===== src/rtl/gk_pkg.sv =====
package gk_pkg;

    localparam int KEY_CNT    = 9;
    localparam int STAT_W     = 16;
    localparam int KEY_LSB    = 1;
    localparam int BYTE_W     = 8;
    localparam int CODE_IDX_W = 4;
    localparam int BRK_BIT    = 7;
    localparam logic [BYTE_W-1:0] EXT_PREFIX = 8'hE0;
    localparam logic [BYTE_W-1:0] EVT_GAME   = 8'h01;

    typedef struct packed {
        logic              ext;
        logic [BYTE_W-1:0] code;
    } key_code_t;

    typedef enum logic [1:0] {
        EM_IDLE = 2'd0,
        EM_PFX  = 2'd1,
        EM_CODE = 2'd2
    } em_state_t;

    // idx counts from 0 for the button in status bit KEY_LSB
    function automatic key_code_t code_of(input logic [CODE_IDX_W-1:0] idx);
        key_code_t c;
        c.ext  = 1'b0;
        c.code = '0;
        case (idx)
            4'd0: begin c.ext = 1'b1; c.code = 8'h67; end
            4'd1: begin c.ext = 1'b1; c.code = 8'h68; end
            4'd2, 4'd3, 4'd4, 4'd5, 4'd6:
                  begin c.ext = 1'b0; c.code = 8'h63 + 8'(idx); end
            4'd7: begin c.ext = 1'b1; c.code = 8'h65; end
            4'd8: begin c.ext = 1'b1; c.code = 8'h66; end
            default: begin c.ext = 1'b0; c.code = '0; end
        endcase
        return c;
    endfunction

    function automatic logic [BYTE_W-1:0] break_of(input logic [BYTE_W-1:0] mk);
        logic [BYTE_W-1:0] b;
        b = mk;
        b[BRK_BIT] = 1'b1;
        return b;
    endfunction

endpackage


===== src/rtl/gk_sampler.sv =====
module gk_sampler
    import gk_pkg::*;
#(
    parameter int N_KEYS = KEY_CNT,
    parameter int SW     = STAT_W,
    parameter int LSB    = KEY_LSB
) (
    input  logic              clk,
    input  logic              rst,
    input  logic [N_KEYS-1:0] key_in,
    output logic [N_KEYS-1:0] cur,
    output logic [SW-1:0]     status
);
    always_ff @(posedge clk) begin
        if (rst) cur <= '0;
        else     cur <= key_in;
    end

    for (genvar g = 0; g < SW; g++) begin : g_stat
        if (g >= LSB && g < LSB + N_KEYS) begin : g_key
            assign status[g] = cur[g-LSB];
        end else begin : g_zero
            assign status[g] = 1'b0;
        end
    end
endmodule


===== src/rtl/gk_scan.sv =====
module gk_scan
    import gk_pkg::*;
#(
    parameter int N_KEYS = KEY_CNT,
    localparam int IW    = $clog2(N_KEYS)
) (
    input  logic [N_KEYS-1:0] cur,
    input  logic [N_KEYS-1:0] rep,
    output logic              any,
    output logic [IW-1:0]     idx
);
    logic [N_KEYS-1:0] diff;
    assign diff = cur ^ rep;

    // lowest differing bit wins
    always_comb begin
        any = 1'b0;
        idx = '0;
        for (int i = N_KEYS - 1; i >= 0; i--) begin
            if (diff[i]) begin
                any = 1'b1;
                idx = IW'(i);
            end
        end
    end
endmodule


===== src/rtl/gk_emit.sv =====
module gk_emit
    import gk_pkg::*;
#(
    parameter int N_KEYS = KEY_CNT,
    localparam int IW    = $clog2(N_KEYS)
) (
    input  logic              clk,
    input  logic              rst,
    input  logic [N_KEYS-1:0] cur,
    input  logic              any,
    input  logic [IW-1:0]     idx,
    input  logic              out_ready,
    output logic [N_KEYS-1:0] rep,
    output logic [BYTE_W-1:0] out_data,
    output logic              out_valid,
    output logic              evt
);
    em_state_t state;
    key_code_t sel;
    logic      brk;

    always_ff @(posedge clk) begin
        if (rst) begin
            state <= EM_IDLE;
            rep   <= '0;
            sel   <= '0;
            brk   <= 1'b0;
            evt   <= 1'b0;
        end else begin
            evt <= 1'b0;
            case (state)
                EM_IDLE: begin
                    if (any) begin
                        rep[idx] <= cur[idx];
                        sel      <= code_of(CODE_IDX_W'(idx));
                        brk      <= ~cur[idx];
                        evt      <= 1'b1;
                        state    <= code_of(CODE_IDX_W'(idx)).ext ? EM_PFX : EM_CODE;
                    end
                end
                EM_PFX:  if (out_ready) state <= EM_CODE;
                EM_CODE: if (out_ready) state <= EM_IDLE;
                default: state <= EM_IDLE;
            endcase
        end
    end

    always_comb begin
        out_valid = (state != EM_IDLE);
        case (state)
            EM_PFX:  out_data = EXT_PREFIX;
            EM_CODE: out_data = brk ? break_of(sel.code) : sel.code;
            default: out_data = '0;
        endcase
    end
endmodule


===== src/rtl/gk_scancode_gen.sv =====
module gk_scancode_gen
    import gk_pkg::*;
#(
    parameter int N_KEYS = KEY_CNT,
    parameter int SW     = STAT_W,
    parameter int LSB    = KEY_LSB,
    localparam int IW    = $clog2(N_KEYS)
) (
    input  logic              clk,
    input  logic              rst,
    input  logic [N_KEYS-1:0] key_in,
    output logic [SW-1:0]     key_status,
    output logic [BYTE_W-1:0] out_data,
    output logic              out_valid,
    input  logic              out_ready,
    output logic [BYTE_W-1:0] evt_src
);
    logic [N_KEYS-1:0] cur;
    logic [N_KEYS-1:0] rep;
    logic              any;
    logic [IW-1:0]     idx;
    logic              evt;

    gk_sampler #(.N_KEYS(N_KEYS), .SW(SW), .LSB(LSB)) u_samp (
        .clk(clk), .rst(rst), .key_in(key_in), .cur(cur), .status(key_status)
    );

    gk_scan #(.N_KEYS(N_KEYS)) u_scan (
        .cur(cur), .rep(rep), .any(any), .idx(idx)
    );

    gk_emit #(.N_KEYS(N_KEYS)) u_emit (
        .clk(clk), .rst(rst), .cur(cur), .any(any), .idx(idx),
        .out_ready(out_ready), .rep(rep), .out_data(out_data),
        .out_valid(out_valid), .evt(evt)
    );

    assign evt_src = evt ? EVT_GAME : '0;
endmodule


===== config.mk =====
export PLATFORM = sky130hd
export DESIGN_NAME = gk_scancode_gen
export DESIGN_NICKNAME = d
export VERILOG_FILES = /design/src/rtl/gk_pkg.sv /design/src/rtl/gk_sampler.sv /design/src/rtl/gk_scan.sv /design/src/rtl/gk_emit.sv /design/src/rtl/gk_scancode_gen.sv
export SDC_FILE = /design/constraint.sdc
export NUM_CORES = 1
export LEC_CHECK = 0
export ABC_AREA = 0
export BUFFER_PORTS_ARGS = -buffer_cell sky130_fd_sc_hd__buf_2
export CAP_MARGIN = 15
export CORE_MARGIN = 3
export CORE_UTILIZATION = 47
export DETAILED_ROUTE_END_ITERATION = 7
export GPL_TIMING_DRIVEN = 0
export HOLD_SLACK_MARGIN = 0.1
export PLACE_DENSITY = 0.75
export SYNTH_ARGS = -nofsm -noshare
export SYNTH_HDL_FRONTEND = slang
export SYNTH_SLANG_ARGS = --single-unit

===== constraint.sdc =====
create_clock -name clk -period 2.4 [get_ports clk]
set_clock_uncertainty 0.05 [all_clocks]
set_input_delay 0.24 -clock clk [delete_from_list [all_inputs] [get_ports clk]]
set_output_delay 0.24 -clock clk [all_outputs]
set_load 0.05 [all_outputs]

Word level (Yosys, flattened, before mapping)
Cells that the tools add are included.
Word-level totals
  bits in writable memories: 0
  memories: 0
  bits in read-only memories: 0
  register bits: 30
  bits in latches: 0
  output and inout bits: 33
  bits of input ports: 12
  word-level logic and storage cells: 69
Cells by class
  equality and inequality tests: 13
  div/mod/pow operators: 0
  $mul: 0
  reduce and logical (&&, ||, !) cells: 8
  order comparisons: 2
  bitwise operators: 3
  muxes and demuxes: 36
  add/sub/neg operators: 1
  shift operators: 0
Operators with widths (count)
  9-bit one-hot mux with 5 select lines: 1
  4-bit two-way mux: 9
  9-bit two-way mux: 3
  4-bit by 3-bit == test with 1-bit output (second input constant): 4
  8-bit one-hot mux with 2 select lines: 1
  1-bit two-way mux: 13
  9-bit bitwise mux: 1
  9-bit bitwise XOR: 1
  7-bit by 4-bit adder with 8-bit output (first input constant): 1
  4-bit by 2-bit == test with 1-bit output (second input constant): 2
  2-bit two-way mux: 4
  8-bit two-way mux: 1
  2-bit inequality test (second input constant): 3
  2-bit one-hot mux with 3 select lines: 1
  4-bit by 5-bit < comparator with 1-bit output (second input constant): 1
  5-bit OR reduction: 1
  1-bit binary-select mux with 4-bit select: 1
  1-bit demux with 4-bit select: 1
  4-bit by 1-bit == test with 1-bit output (second input constant): 1
  4-bit == test (second input constant): 1
  4-bit by 1-bit greater-or-equal comparator with 1-bit output (second input constant): 1
  4-bit zero test: 1
  3-bit AND reduction: 1
  2-bit by 1-bit == test with 1-bit output (second input constant): 1
  other kinds (7): 8

Depth between registers and ports, before layout
Gate-level depths: netlist (run 1).
  depth after elaboration: 19
  depth in mapped cells: 10
  mapped depth without buffers: 10

Cells and area by module
A second synthesis (run 1) with hierarchy kept.
Second synthesis, totals
  cells, all modules: 211
  area total of the unflattened synthesis: 1834.3 µm²
Modules (own cells, without submodules)
  gk_emit: seq. area each 380.4 µm², instances 1, area each 1202.4 µm², cells each 142
  gk_sampler: seq. area each 180.2 µm², instances 1, area each 360.3 µm², cells each 35
  gk_scan: seq. area each 0.0 µm², instances 1, area each 207.7 µm², cells each 25
  gk_scancode_gen: seq. area each 0.0 µm², instances 1, area each 63.8 µm², cells each 9

Worst setup path after synthesis (run 1)
No wires, ideal clock.
  kind: reg-to-reg
  from: register u_samp.cur[0]
  to: register u_emit.sel[0] (netlist bit)
  stages on the path, launching flop included: 10
  path buffers: 0
  arrival: 2.671 ns
  library setup time: 0.138 ns
  data required time: 2.212 ns
  clock period less this slack: 2.858 ns
  setup slack: -0.458 ns
  cells stage by stage: dfxtp_1 > xnor2_2 > o211ai_1 > o22ai_2 > inv_2 > ha_1 > or3_1 > a22o_1 > a222oi_1 > a21oi_1
Between the ends
  longest elaborated chain between the ends: 5
  elaborated cells between the ends (all ways): 16
  classes of those cells: add/sub: 1; eq/ne: 8; mux: 3; bitwise: 1; reduce/logical: 3
RTL lines
  from (decl): RTL line gk_sampler.sv:11  | output logic [N_KEYS-1:0] cur,
  from (signal assigned): RTL line gk_sampler.sv:16  | else cur <= key_in;
  9-bit bitwise XOR (*): RTL line gk_scan.sv:13  | assign diff = cur ^ rep;
  branches (longest 4 deep; another with 7-bit by 4-bit adder with 8-bit output)
  to (signal assigned): RTL line gk_emit.sv:35  | sel <= code_of(CODE_IDX_W'(idx));
  to (decl): RTL line gk_emit.sv:19  | key_code_t sel;
Mark *: on every way between the ends.
A chain may end at the register's enable or synchronous reset.

Worst setup path after layout (run 1)
  from: register u_samp.cur[3]
  to: register u_emit.sel[0] (netlist bit)
Between the ends
  longest elaborated chain between the ends: 8
  elaborated cells between the ends (all ways): 22
  classes of those cells: add/sub: 1; eq/ne: 8; mux: 9; bitwise: 1; reduce/logical: 3
RTL lines (RTL line)
  9-bit bitwise XOR (*): gk_scan.sv:13
  branches (longest 7 deep; another with 7-bit by 4-bit adder with 8-bit output)
Marks and branches as above.

==> results by group, run 1 <==
Timing
  – Fmax: 393.0 MHz
  – Final hold vios: 0
  – Max-slew headroom: 0.6100
  – Post-route setup slack: -0.1448 ns
  – Slew at the pin closest to its max-slew limit: 0.5828 ns
  – Min Tclk post-route: 2.545 ns
  – Pins Over Slew Limit: 0
  – Crit share post-route: 1.060
  – RSZ-0062 raised after global routing: true
  – Finish-stage setup viols: 3

Run
  – Max-Cap Viols: 0

Place
  – DP Worst Slack: -0.2258 ns
  – Routability cong.: 0.7840
  – Cells after DPL: 276
  – Post-DP HPWL: 2794 um
  – IO buf count: 30

Critical path
  – Reg2reg start: u_samp.cur[3]$_SDFF_PP0_
  – Worst reg-to-reg setup slack: -0.14 ns
  – Worst Setup Start Kind: register
  – Worst Path Max Fanout: 4
  – R2r worst-path depth: 9
  – CP arrival: 2.70 ns
  – WS Path Type: register to register
  – Reg-to-reg critical path endpoint: u_emit.sel[0]$_SDFFE_PP0P_
  – Worst Setup End Kind: register
  – Worst EP required: 2.56 ns

Floorplan
  – Core Rows: 21
  – Initial Util: 0.5029
  – Core Area: 3416 um^2
  – Die width: 66.46 um
  – Die Y: 66.46 um
  – Die footprint: 4416 um^2
  – Boundary Pins: 45

Power and ir drop
  – Flop pwr share: 0.251
  – Pwr per Cell Area: 1037 nW/um^2
  – Switching part of the total: 0.4732
  – Internal: 1370 uW
  – VDD IR max: 0.4939 mV
  – Psw: 1231 uW
  – Comb pwr share: 0.659
  – Clk pwr share: 0.090
  – P_leak: 0.001083 uW

Synthesis
  – Post-synth ARST share: 0
  – Synth warn: 0
  – Number of synthesized flops with an enable pin: 0
  – Distinct cells, synth: 46
  – Seq/Total Area, Yosys: 0.3263
  – Ys flop type: dfxtp_1
  – Mapped Area: 1718 um^2
  – Synth Area per Inst: 9.187 um^2
  – Post-Synthesis Cells: 187
  – Yosys reg bits: 28

Cells and area
  – Area growth syn-to-layout: 46.03%
  – Share of cells above drive strength 1: 0.4563
  – Fin nets: 283
  – Finished Layout Cells: 309
  – N_diodes: 0

GRT
  – Initial antenna violation count: 0
  – Total track usage: 0.2031
  – Congestion Overflow GR: 0
  – Largest net degree at the start of global routing: 16
  – First-pass GRT wire length: 6948 um
  – Vias in the first global route: 1500

Clocking
  – H-tree levels: 1
  – Num Clock Sinks: 28
  – Clock latency on the worst-skew pair: 0.33 ns
  – Clock transition at path regs: 0.15 ns
  – Clock Tree Root: clkbuf_4
  – Clock Tree Buf Depth: 2
  – TritonCTS clock tree: yes
  – CTS buffer count: 3

Detailed routing
  – DRT iter0 DRCs: 94
  – Drt via density: 5.411
  – DRC violations left: 0
  – Via count: 1672
  – ANT nets after route: 0
  – First drt pass iteration count: 4
  – Per-cell routed wire length: 14.56 um
  – Routed WL: 4499 um

Min path
  – Hold EP: u_emit.state[0]$_SDFFE_PP0P_
  – Hold depth: 4
  – Hold Path Class: primary input to register
  – Hold path startpoint: out_ready

Outcome
  – Failing checks: negative setup slack
  – Status: finished with violations
logic make-up after synthesis:
logic type | share of synthesized area
compound gates | 0.2338
xor+xnor | 0.1027
flops | 0.3263
buf+inv | 0.08959
other cells | 0.002183
fa+ha+maj | 0.05098
mux | 0.01165
simple gates | 0.1828
per-stage QoR:
step	total power [uW]	hold slack [ns]	utilization	TNS, ns	cell area (um^2)
6_report	2602	0.2761	0.7344	-0.2451	2509
5_1_grt	2756	0.2652	0.7344	-0.4737	2509
4_1_cts	2426	0.2556	0.7179	-0.06900	2452
3_5_place_dp	1955	0.3935	0.6066	-0.4052	2072
3_3_place_gp	1946	0.3895	0.6066	-0.3675	2072
2_1_floorplan	1710	0.2743	-	-0.01693	1864
worst max-delay path by stage:
stage,depth (start not counted),from,end
detailed placement,9,u_emit.rep[4]$_SDFFE_PP0P_,u_emit.sel[0]$_SDFFE_PP0P_
global placement,9,u_emit.rep[4]$_SDFFE_PP0P_,u_emit.sel[0]$_SDFFE_PP0P_
floorplan,9,u_samp.cur[0]$_SDFF_PP0_,u_emit.sel[0]$_SDFFE_PP0P_
global route,9,u_samp.cur[3]$_SDFF_PP0_,u_emit.sel[0]$_SDFFE_PP0P_
finish,9,u_samp.cur[3]$_SDFF_PP0_,u_emit.sel[0]$_SDFFE_PP0P_
CTS,9,u_samp.cur[3]$_SDFF_PP0_,u_emit.sel[0]$_SDFFE_PP0P_
flip-flops by register name (all words and copies together), names as in the netlist:
name / count
u_samp.cur: 9
u_emit.sel: 6
u_emit.evt: 1
u_emit.brk: 1
u_emit.state: 2
u_emit.rep: 9
layout make-up:
class / count / area, um^2
multi-input cells: 147 / 1262
fillers: 254 / 907.1
flip-flops and latches: 28 / 601.8
repair buffers: 59 / 396.6
plain buffers: 18 / 127.6
well taps: 46 / 57.56
clock buffers: 4 / 36.28
inverters: 7 / 26.28
power by group through the flow:
| stage | combinational, uW | clock [uW] | sequential, uW |
|---|---|---|---|
| 2_1_floorplan | 1050 | 0 | 658 |
| 3_3_place_gp | 1300 | 0 | 645 |
| 3_5_place_dp | 1310 | 0 | 647 |
| 4_1_cts | 1540 | 236 | 649 |
| 5_1_grt | 1840 | 256 | 664 |
| 6_report | 1720 | 233 | 653 |
synth_stat cells, types with 2 or more instances:
library cell	number	area share
a22o_1	2	0.010
a311oi_1	4	0.020
dfxtp_1	28	0.33
nand3_1	8	0.023
o21bai_1	2	0.0087
o21ai_2	2	0.010
a211oi_1	2	0.0087
a32oi_1	2	0.010
and3_1	6	0.022
mux2i_1	2	0.012
xor2_1	7	0.036
or3_1	5	0.018
xnor2_2	6	0.057
a22oi_1	2	0.0087
ha_1	7	0.051
buf_4	16	0.070
nor2b_1	12	0.044
clkbuf_1	2	0.0044
inv_1	6	0.013
o21ai_0	8	0.023
nand2_1	8	0.017
xnor2_1	2	0.010
a211oi_2	2	0.015
nor2_1	7	0.015
a21oi_1	17	0.050
nor3_1	2	0.0058
what timing repair did:
item,CTS,global route
endpoints found under the setup margin,3,5
gates resized for setup,23,7
pin swaps,13,8
hold buffers,10,0
setup buffers,17,2
endpoints found under the hold margin,10,0
worst max-delay path: stages (launching register included):
cell      delay [ns]
dfxtp_4         0.46
xor2_4          0.20
o211ai_1        0.12
o22ai_2         0.24
inv_2           0.12
ha_4            0.18
or3_4           0.37
a22o_1          0.23
a222oi_1        0.33
a21oi_1         0.13
cell usage in the layout (no fill, tap or decap), types with 6 or more instances in the layout:
| cell type | instances |
|---|---|
| nor2_1 | 7 |
| dfxtp_4 | 9 |
| o21ai_0 | 8 |
| dfxtp_2 | 6 |
| nand3_1 | 8 |
| nand2_1 | 7 |
| a21oi_1 | 15 |
| buf_4 | 34 |
| buf_2 | 30 |
| dfxtp_1 | 13 |
| and3_1 | 6 |
| dlygate4sd3_1 | 10 |
| nor2b_1 | 12 |
| xnor2_4 | 6 |
| conb_1 | 14 |
per-layer routing:
layer,global-route usage,routed length (um),part of all wire,vias to the layer above
met4,0.1269,148,0.033,0
met2,0.3160,2151,0.48,93
li1,-,-,-,808
met1,0.2528,1868,0.42,752
met5,0,0,0,-
met3,0.04384,330,0.073,19
Power figures use the tool's default switching activity.
==> inputs of run 2 (changes only) <==
- CORE_MARGIN: 3 -> not set
- CORE_UTILIZATION: 47 -> 49
- CTS_BUF_LIST: not set -> sky130_fd_sc_hd__clkbuf_8
- PLACE_DENSITY: 0.75 -> 0.78
==> results by group, run 2 (synthesis gave the netlist of run 1 again) <==
Critical path
  – CP max stage cell: or3_4 (was dfxtp_4)
  – Reg-to-reg critical path endpoint: u_emit.sel[0]$_SDFFE_PP0P_ (unchanged)
  – R2r worst-path depth: 9 (unchanged)
  – Reg2reg start: u_samp.cur[6]$_SDFF_PP0_ (was u_samp.cur[3]$_SDFF_PP0_)
  – Worst Path Max Fanout: 4 (unchanged)
  – CP bufs+invs: 1 (unchanged)
  – Worst EP required: 2.50 ns (was 2.56 ns)
  – WS Path Type: register to register (unchanged)
  – CP arrival: 2.56 ns (was 2.70 ns)
  – Slowest stage delay, CP: 0.38 ns (was 0.46 ns)
  – Worst reg-to-reg setup slack: -0.06 ns (was -0.14 ns)
  – Worst Setup End Kind: register (unchanged)
  – Worst Setup Start Kind: register (unchanged)
  – CP delay by family, top: compound AO/OA/AOI/OAI gates (unchanged)
  – Crit-path cells: xnor2_4 > a211oi_2 > o22ai_2 > buf_6 > ha_4 > or3_4 > a22o_1 > a222oi_1 > a21oi_1 (was xor2_4 > o211ai_1 > o22ai_2 > inv_2 > ha_4 > or3_4 > a22o_1 > a222oi_1 > a21oi_1)

Place
  – DP Worst Slack: -0.2421 ns (was -0.2258 ns)
  – Post-DP HPWL: 2721 um (was 2794 um)
  – Routability cong.: 0.8532 (was 0.7840)
  – IO buf count: 30 (unchanged)

Floorplan
  – Core Rows: 21 (unchanged)
  – Die Y: 61.21 um (was 66.46 um)
  – Boundary Pins: 45 (unchanged)
  – Initial Util: 0.5148 (was 0.5029)
  – Core Area: 3337 um^2 (was 3416 um^2)
  – Die width: 61.21 um (was 66.46 um)
  – Die footprint: 3747 um^2 (was 4416 um^2)

Cells and area
  – Multi-input gate area: 1237 um^2 (was 1262 um^2)
  – Most common cell after layout, fill and taps aside: buf_2 (was buf_4)
  – Biggest regs: u_emit.rep (9), u_samp.cur (9), u_emit.sel (6) (unchanged)
  – Most frequent cells in the layout: buf_2 (30), buf_4 (29), a21oi_1 (17) (was buf_4 (34), buf_2 (30), a21oi_1 (15))
  – Fill count: 266 (was 254)
  – Seq. cell area: 606.8 um^2 (was 601.8 um^2)
  – N_diodes: 0 (unchanged)
  – Fin nets: 270 (was 283)
  – Share of cells above drive strength 1: 0.4560 (was 0.4563)
  – Area growth syn-to-layout: 40.13% (was 46.03%)

Detailed routing
  – Drt via density: 5.294 (was 5.411)
  – DRC violations left: 0 (unchanged)
  – ANT nets after route: 0 (unchanged)
  – DRT iter0 DRCs: 80 (was 94)
  – Per-cell routed wire length: 13.96 um (was 14.56 um)
  – Routed WL: 4131 um (was 4499 um)
  – Via count: 1567 (was 1672)
  – First drt pass iteration count: 4 (unchanged)

Clocking
  – Num Clock Sinks: 28 (unchanged)
  – Clock Tree Root: clkbuf_8 (was clkbuf_4)
  – TritonCTS clock tree: yes (unchanged)
  – CTS buffer count: 3 (unchanged)
  – H-tree levels: 1 (unchanged)
  – Clock latency on the worst-skew pair: 0.28 ns (was 0.33 ns)
  – Clock transition at path regs: 0.10 ns (was 0.15 ns)
  – Clock Tree Buf Depth: 2 (unchanged)

Power and ir drop
  – Power consumption: 2593 uW (was 2602 uW)
  – VDD IR max: 0.4924 mV (was 0.4939 mV)
  – P_leak: 0.001036 uW (was 0.001083 uW)
  – Pwr per Cell Area: 1077 nW/um^2 (was 1037 nW/um^2)

Outcome
  – Status: finished with violations (unchanged)
  – Failing checks: negative setup slack (unchanged)

Timing
  – Pins Over Slew Limit: 0 (unchanged)
  – Slew at the pin closest to its max-slew limit: 0.5545 ns (was 0.5828 ns)
  – Post-route setup slack: -0.06082 ns (was -0.1448 ns)
  – RSZ-0062 raised after global routing: true (unchanged)
  – Fmax: 406.4 MHz (was 393.0 MHz)
  – Min Tclk post-route: 2.461 ns (was 2.545 ns)
  – Crit share post-route: 1.025 (was 1.060)
  – Max-slew headroom: 0.6303 (was 0.6100)
  – Final hold vios: 0 (unchanged)
  – Finish-stage setup viols: 1 (was 3)
  – Setup tns final: -0.06082 ns (was -0.2451 ns)

Min path
  – Hold Path Class: primary input to register (unchanged)
  – Hold EP: u_samp.cur[5]$_SDFF_PP0_ (was u_emit.state[0]$_SDFFE_PP0P_)
  – Hold depth: 2 (was 4)
  – Hold path startpoint: key_in[5] (was out_ready)

GRT
  – Largest net degree at the start of global routing: 17 (was 16)
  – Vias in the first global route: 1379 (was 1500)
  – Total track usage: 0.2429 (was 0.2031)
  – Initial antenna violation count: 0 (unchanged)
  – First-pass GRT wire length: 6596 um (was 6948 um)
  – Congestion Overflow GR: 0 (unchanged)

Run
  – Max-Cap Viols: 0 (unchanged)
run 2: cell type report:
| cell class | count | share of cell area |
|---|---|---|
| multi-input combinational | 147 | 0.5140 |
| sequential | 28 | 0.2521 |
| timing repair buffer | 46 | 0.1164 |
| buffer | 18 | 0.05301 |
| tap | 46 | 0.02391 |
| clock buffer | 3 | 0.01715 |
| clock inverter | 1 | 0.01247 |
| inverter | 7 | 0.01091 |
run 2: power breakdown:
group	total (uW)	internal [uW]	switching (uW)
Combinational	1570	635	932
Sequential	654	562	91.4
Clock	372	223	148
run 2: how the worst max path moves through the flow:
stage          cells after the start                    endpoint                       start
2_1_floorplan                      9  u_emit.sel[0]$_SDFFE_PP0P_    u_samp.cur[0]$_SDFF_PP0_
3_3_place_gp                       9  u_emit.sel[0]$_SDFFE_PP0P_  u_emit.rep[0]$_SDFFE_PP0P_
3_5_place_dp                       9  u_emit.sel[0]$_SDFFE_PP0P_  u_emit.rep[0]$_SDFFE_PP0P_
4_1_cts                            9  u_emit.sel[0]$_SDFFE_PP0P_    u_samp.cur[2]$_SDFF_PP0_
5_1_grt                            9  u_emit.sel[0]$_SDFFE_PP0P_    u_samp.cur[6]$_SDFF_PP0_
6_report                           9  u_emit.sel[0]$_SDFFE_PP0P_    u_samp.cur[6]$_SDFF_PP0_
run 2: what timing repair did:
action,4_1_cts,5_1_grt
hold buffers,1,0
endpoints found under the setup margin,4,4
gates resized for setup,26,3
pin swaps,14,11
endpoints found under the hold margin,1,0
setup buffers,14,2
run 2: stage by stage:
step	std cells	utilization	area, um^2	hold slack (ns)
6_report	296	0.7214	2407	0.1112
5_1_grt	296	0.7214	2407	0.1125
4_1_cts	295	0.7147	2385	0.1091
3_5_place_dp	276	0.6209	2072	0.3914
3_3_place_gp	276	0.6209	2072	0.3893
2_1_floorplan	200	-	1864	0.2743
run 2: per-layer routing:
metal	vias to the layer above	GRT usage	routed length, um	part of all wire
li1	775	-	-	-
met1	726	0.3412	1861	0.45
met2	57	0.3866	1975	0.48
met3	9	0.02521	225	0.054
met4	0	0.09091	69	0.017
met5	-	0	0	0
==> inputs of run 3 (changes only) <==
- RECOVER_POWER: not set -> 100
==> results by group, run 3 (synthesis gave the netlist of run 1 again) <==
Power and ir drop
  – VDD IR max: 0.4892 mV (was 0.4924 mV)
  – Pwr per Cell Area: 1085 nW/um^2 (was 1077 nW/um^2)
  – P_leak: 0.0009648 uW (was 0.001036 uW)

Cells and area
  – Biggest regs: u_emit.rep (9), u_samp.cur (9), u_emit.sel (6) (unchanged)
  – Share of cells above drive strength 1: 0.3760 (was 0.4560)
  – N_diodes: 0 (unchanged)
  – Most common cell after layout, fill and taps aside: buf_4 (was buf_2)
  – Most frequent cells in the layout: buf_4 (29), clkbuf_1 (20), a21oi_1 (17) (was buf_2 (30), buf_4 (29), a21oi_1 (17))
  – Fin nets: 270 (unchanged)
  – Area growth syn-to-layout: 38.31% (was 40.13%)

Clocking
  – Num Clock Sinks: 28 (unchanged)
  – H-tree levels: 1 (unchanged)
  – Clock Tree Root: clkbuf_8 (unchanged)
  – Clock latency on the worst-skew pair: 0.28 ns (about the same)
  – CTS buffer count: 3 (unchanged)
  – Clock transition at path regs: 0.10 ns (about the same)
  – TritonCTS clock tree: yes (unchanged)
  – Clock Tree Buf Depth: 2 (unchanged)

Outcome
  – Failing checks: negative setup slack (unchanged)
  – Status: finished with violations (unchanged)

Floorplan
  – Core Rows: 21 (unchanged)
  – Boundary Pins: 45 (unchanged)
  – Core Area: 3337 um^2 (unchanged)
  – Die width: 61.21 um (unchanged)
  – Die Y: 61.21 um (unchanged)
  – Initial Util: 0.5148 (unchanged)
  – Die footprint: 3747 um^2 (unchanged)

Timing
  – Pins Over Slew Limit: 0 (unchanged)
  – Setup tns final: -0.05460 ns (was -0.06082 ns)
  – Fmax: 407.4 MHz (was 406.4 MHz)
  – RSZ-0062 raised after global routing: true (unchanged)
  – Crit share post-route: 1.023 (was 1.025)
  – Min Tclk post-route: 2.455 ns (was 2.461 ns)
  – Final hold vios: 0 (unchanged)
  – Worst hold slack: 0.1112 ns (about the same)
  – Post-route setup slack: -0.05460 ns (was -0.06082 ns)
  – Slew at the pin closest to its max-slew limit: 0.6030 ns (was 0.5545 ns)
  – Finish-stage setup viols: 1 (unchanged)
  – Max-slew headroom: 0.5997 (was 0.6303)

GRT
  – Total track usage: 0.2429 (unchanged)
  – First-pass GRT wire length: 6596 um (unchanged)
  – Congestion Overflow GR: 0 (unchanged)
  – Vias in the first global route: 1379 (unchanged)
  – Largest net degree at the start of global routing: 17 (unchanged)
  – Initial antenna violation count: 0 (unchanged)

Detailed routing
  – Drt via density: 5.213 (was 5.294)
  – Per-cell routed wire length: 14.00 um (was 13.96 um)
  – DRT iter0 DRCs: 68 (was 80)
  – Via count: 1543 (was 1567)
  – Routed WL: 4144 um (was 4131 um)
  – ANT nets after route: 0 (unchanged)
  – First drt pass iteration count: 4 (unchanged)
  – DRC violations left: 0 (unchanged)

Place
  – IO buf count: 30 (unchanged)
  – Routability cong.: 0.8532 (unchanged)
  – Post-DP HPWL: 2721 um (unchanged)

Critical path
  – Worst Setup End Kind: register (unchanged)
  – Worst Path Max Fanout: 4 (unchanged)
  – Worst Setup Start Kind: register (unchanged)
  – WS Path Type: register to register (unchanged)
  – Worst EP required: 2.50 ns (about the same)
  – CP arrival: 2.55 ns (was 2.56 ns)

Run
  – Max-Cap Viols: 0 (unchanged)

Min path
  – Hold Path Class: primary input to register (unchanged)
==> run 3: timing repair <==
item,CTS,global route
pin swaps,14,11
gates resized for setup,26,3
setup endpoints to repair,4,4
hold endpoints to repair,1,0
buffers inserted,14,2
hold buffers,1,0
==> run 3: area by class of cell <==
type                       count  area, um^2
multi-input combinational    147        1229
fill                         284       960.9
sequential                    28       606.8
timing repair buffer          46       257.7
buffer                        18       127.6
tap                           46       57.56
clock buffer                   3       41.29
clock inverter                 1       30.03
inverter                       7       26.28
==> run 3: metal layers <==
metal  GRT usage  wire, um  vias up
met5           0         0        -
met4     0.09091        71        0
met2      0.3866      1975       52
met3     0.02521       201        7
met1      0.3412      1896      711
li1            -         -      773
==> run 3: path summary, 6_finish.rpt <==
kind,from,endpoint,slack (ns),cells past startpoint
min,key_in[5],u_samp.cur[5]$_SDFF_PP0_,0.11,2
max reg2reg,u_samp.cur[6]$_SDFF_PP0_,u_emit.sel[0]$_SDFFE_PP0P_,-0.05,9
min reg2reg,u_emit.sel[4]$_SDFFE_PP0P_,u_emit.sel[4]$_SDFFE_PP0P_,0.44,1
max,u_samp.cur[6]$_SDFF_PP0_,u_emit.sel[0]$_SDFFE_PP0P_,-0.05,9
==> run 3: worst max-delay path: stages, from the launching register on <==
cell and delay, ns:
dfxtp_4 0.37, xnor2_4 0.17, a211oi_2 0.26, o22ai_2 0.15
buf_6 0.16, ha_4 0.15, or3_4 0.38, a22o_1 0.25
a222oi_1 0.28, a21oi_1 0.11
==> run 3: per-stage QoR <==
step           cells  cell area (um^2)  power [uW]  utilization  setup slack [ns]
6_report         296              2376        2579       0.7120          -0.05460
5_1_grt          296              2376        2745       0.7120           -0.1423
4_1_cts          295              2385        2538       0.7147          -0.07835
3_5_place_dp     276              2072        1960       0.6209           -0.2421
3_3_place_gp     276              2072        1941       0.6209           -0.2138
2_1_floorplan    200              1864        1710            -          -0.01693
==> run 3: power breakdown <==
group          internal (uW)  total, uW  switching (uW)
Sequential               562        654            92.1
Clock                    223        373             149
Combinational            621       1550             930
Total                   1410       2580            1170
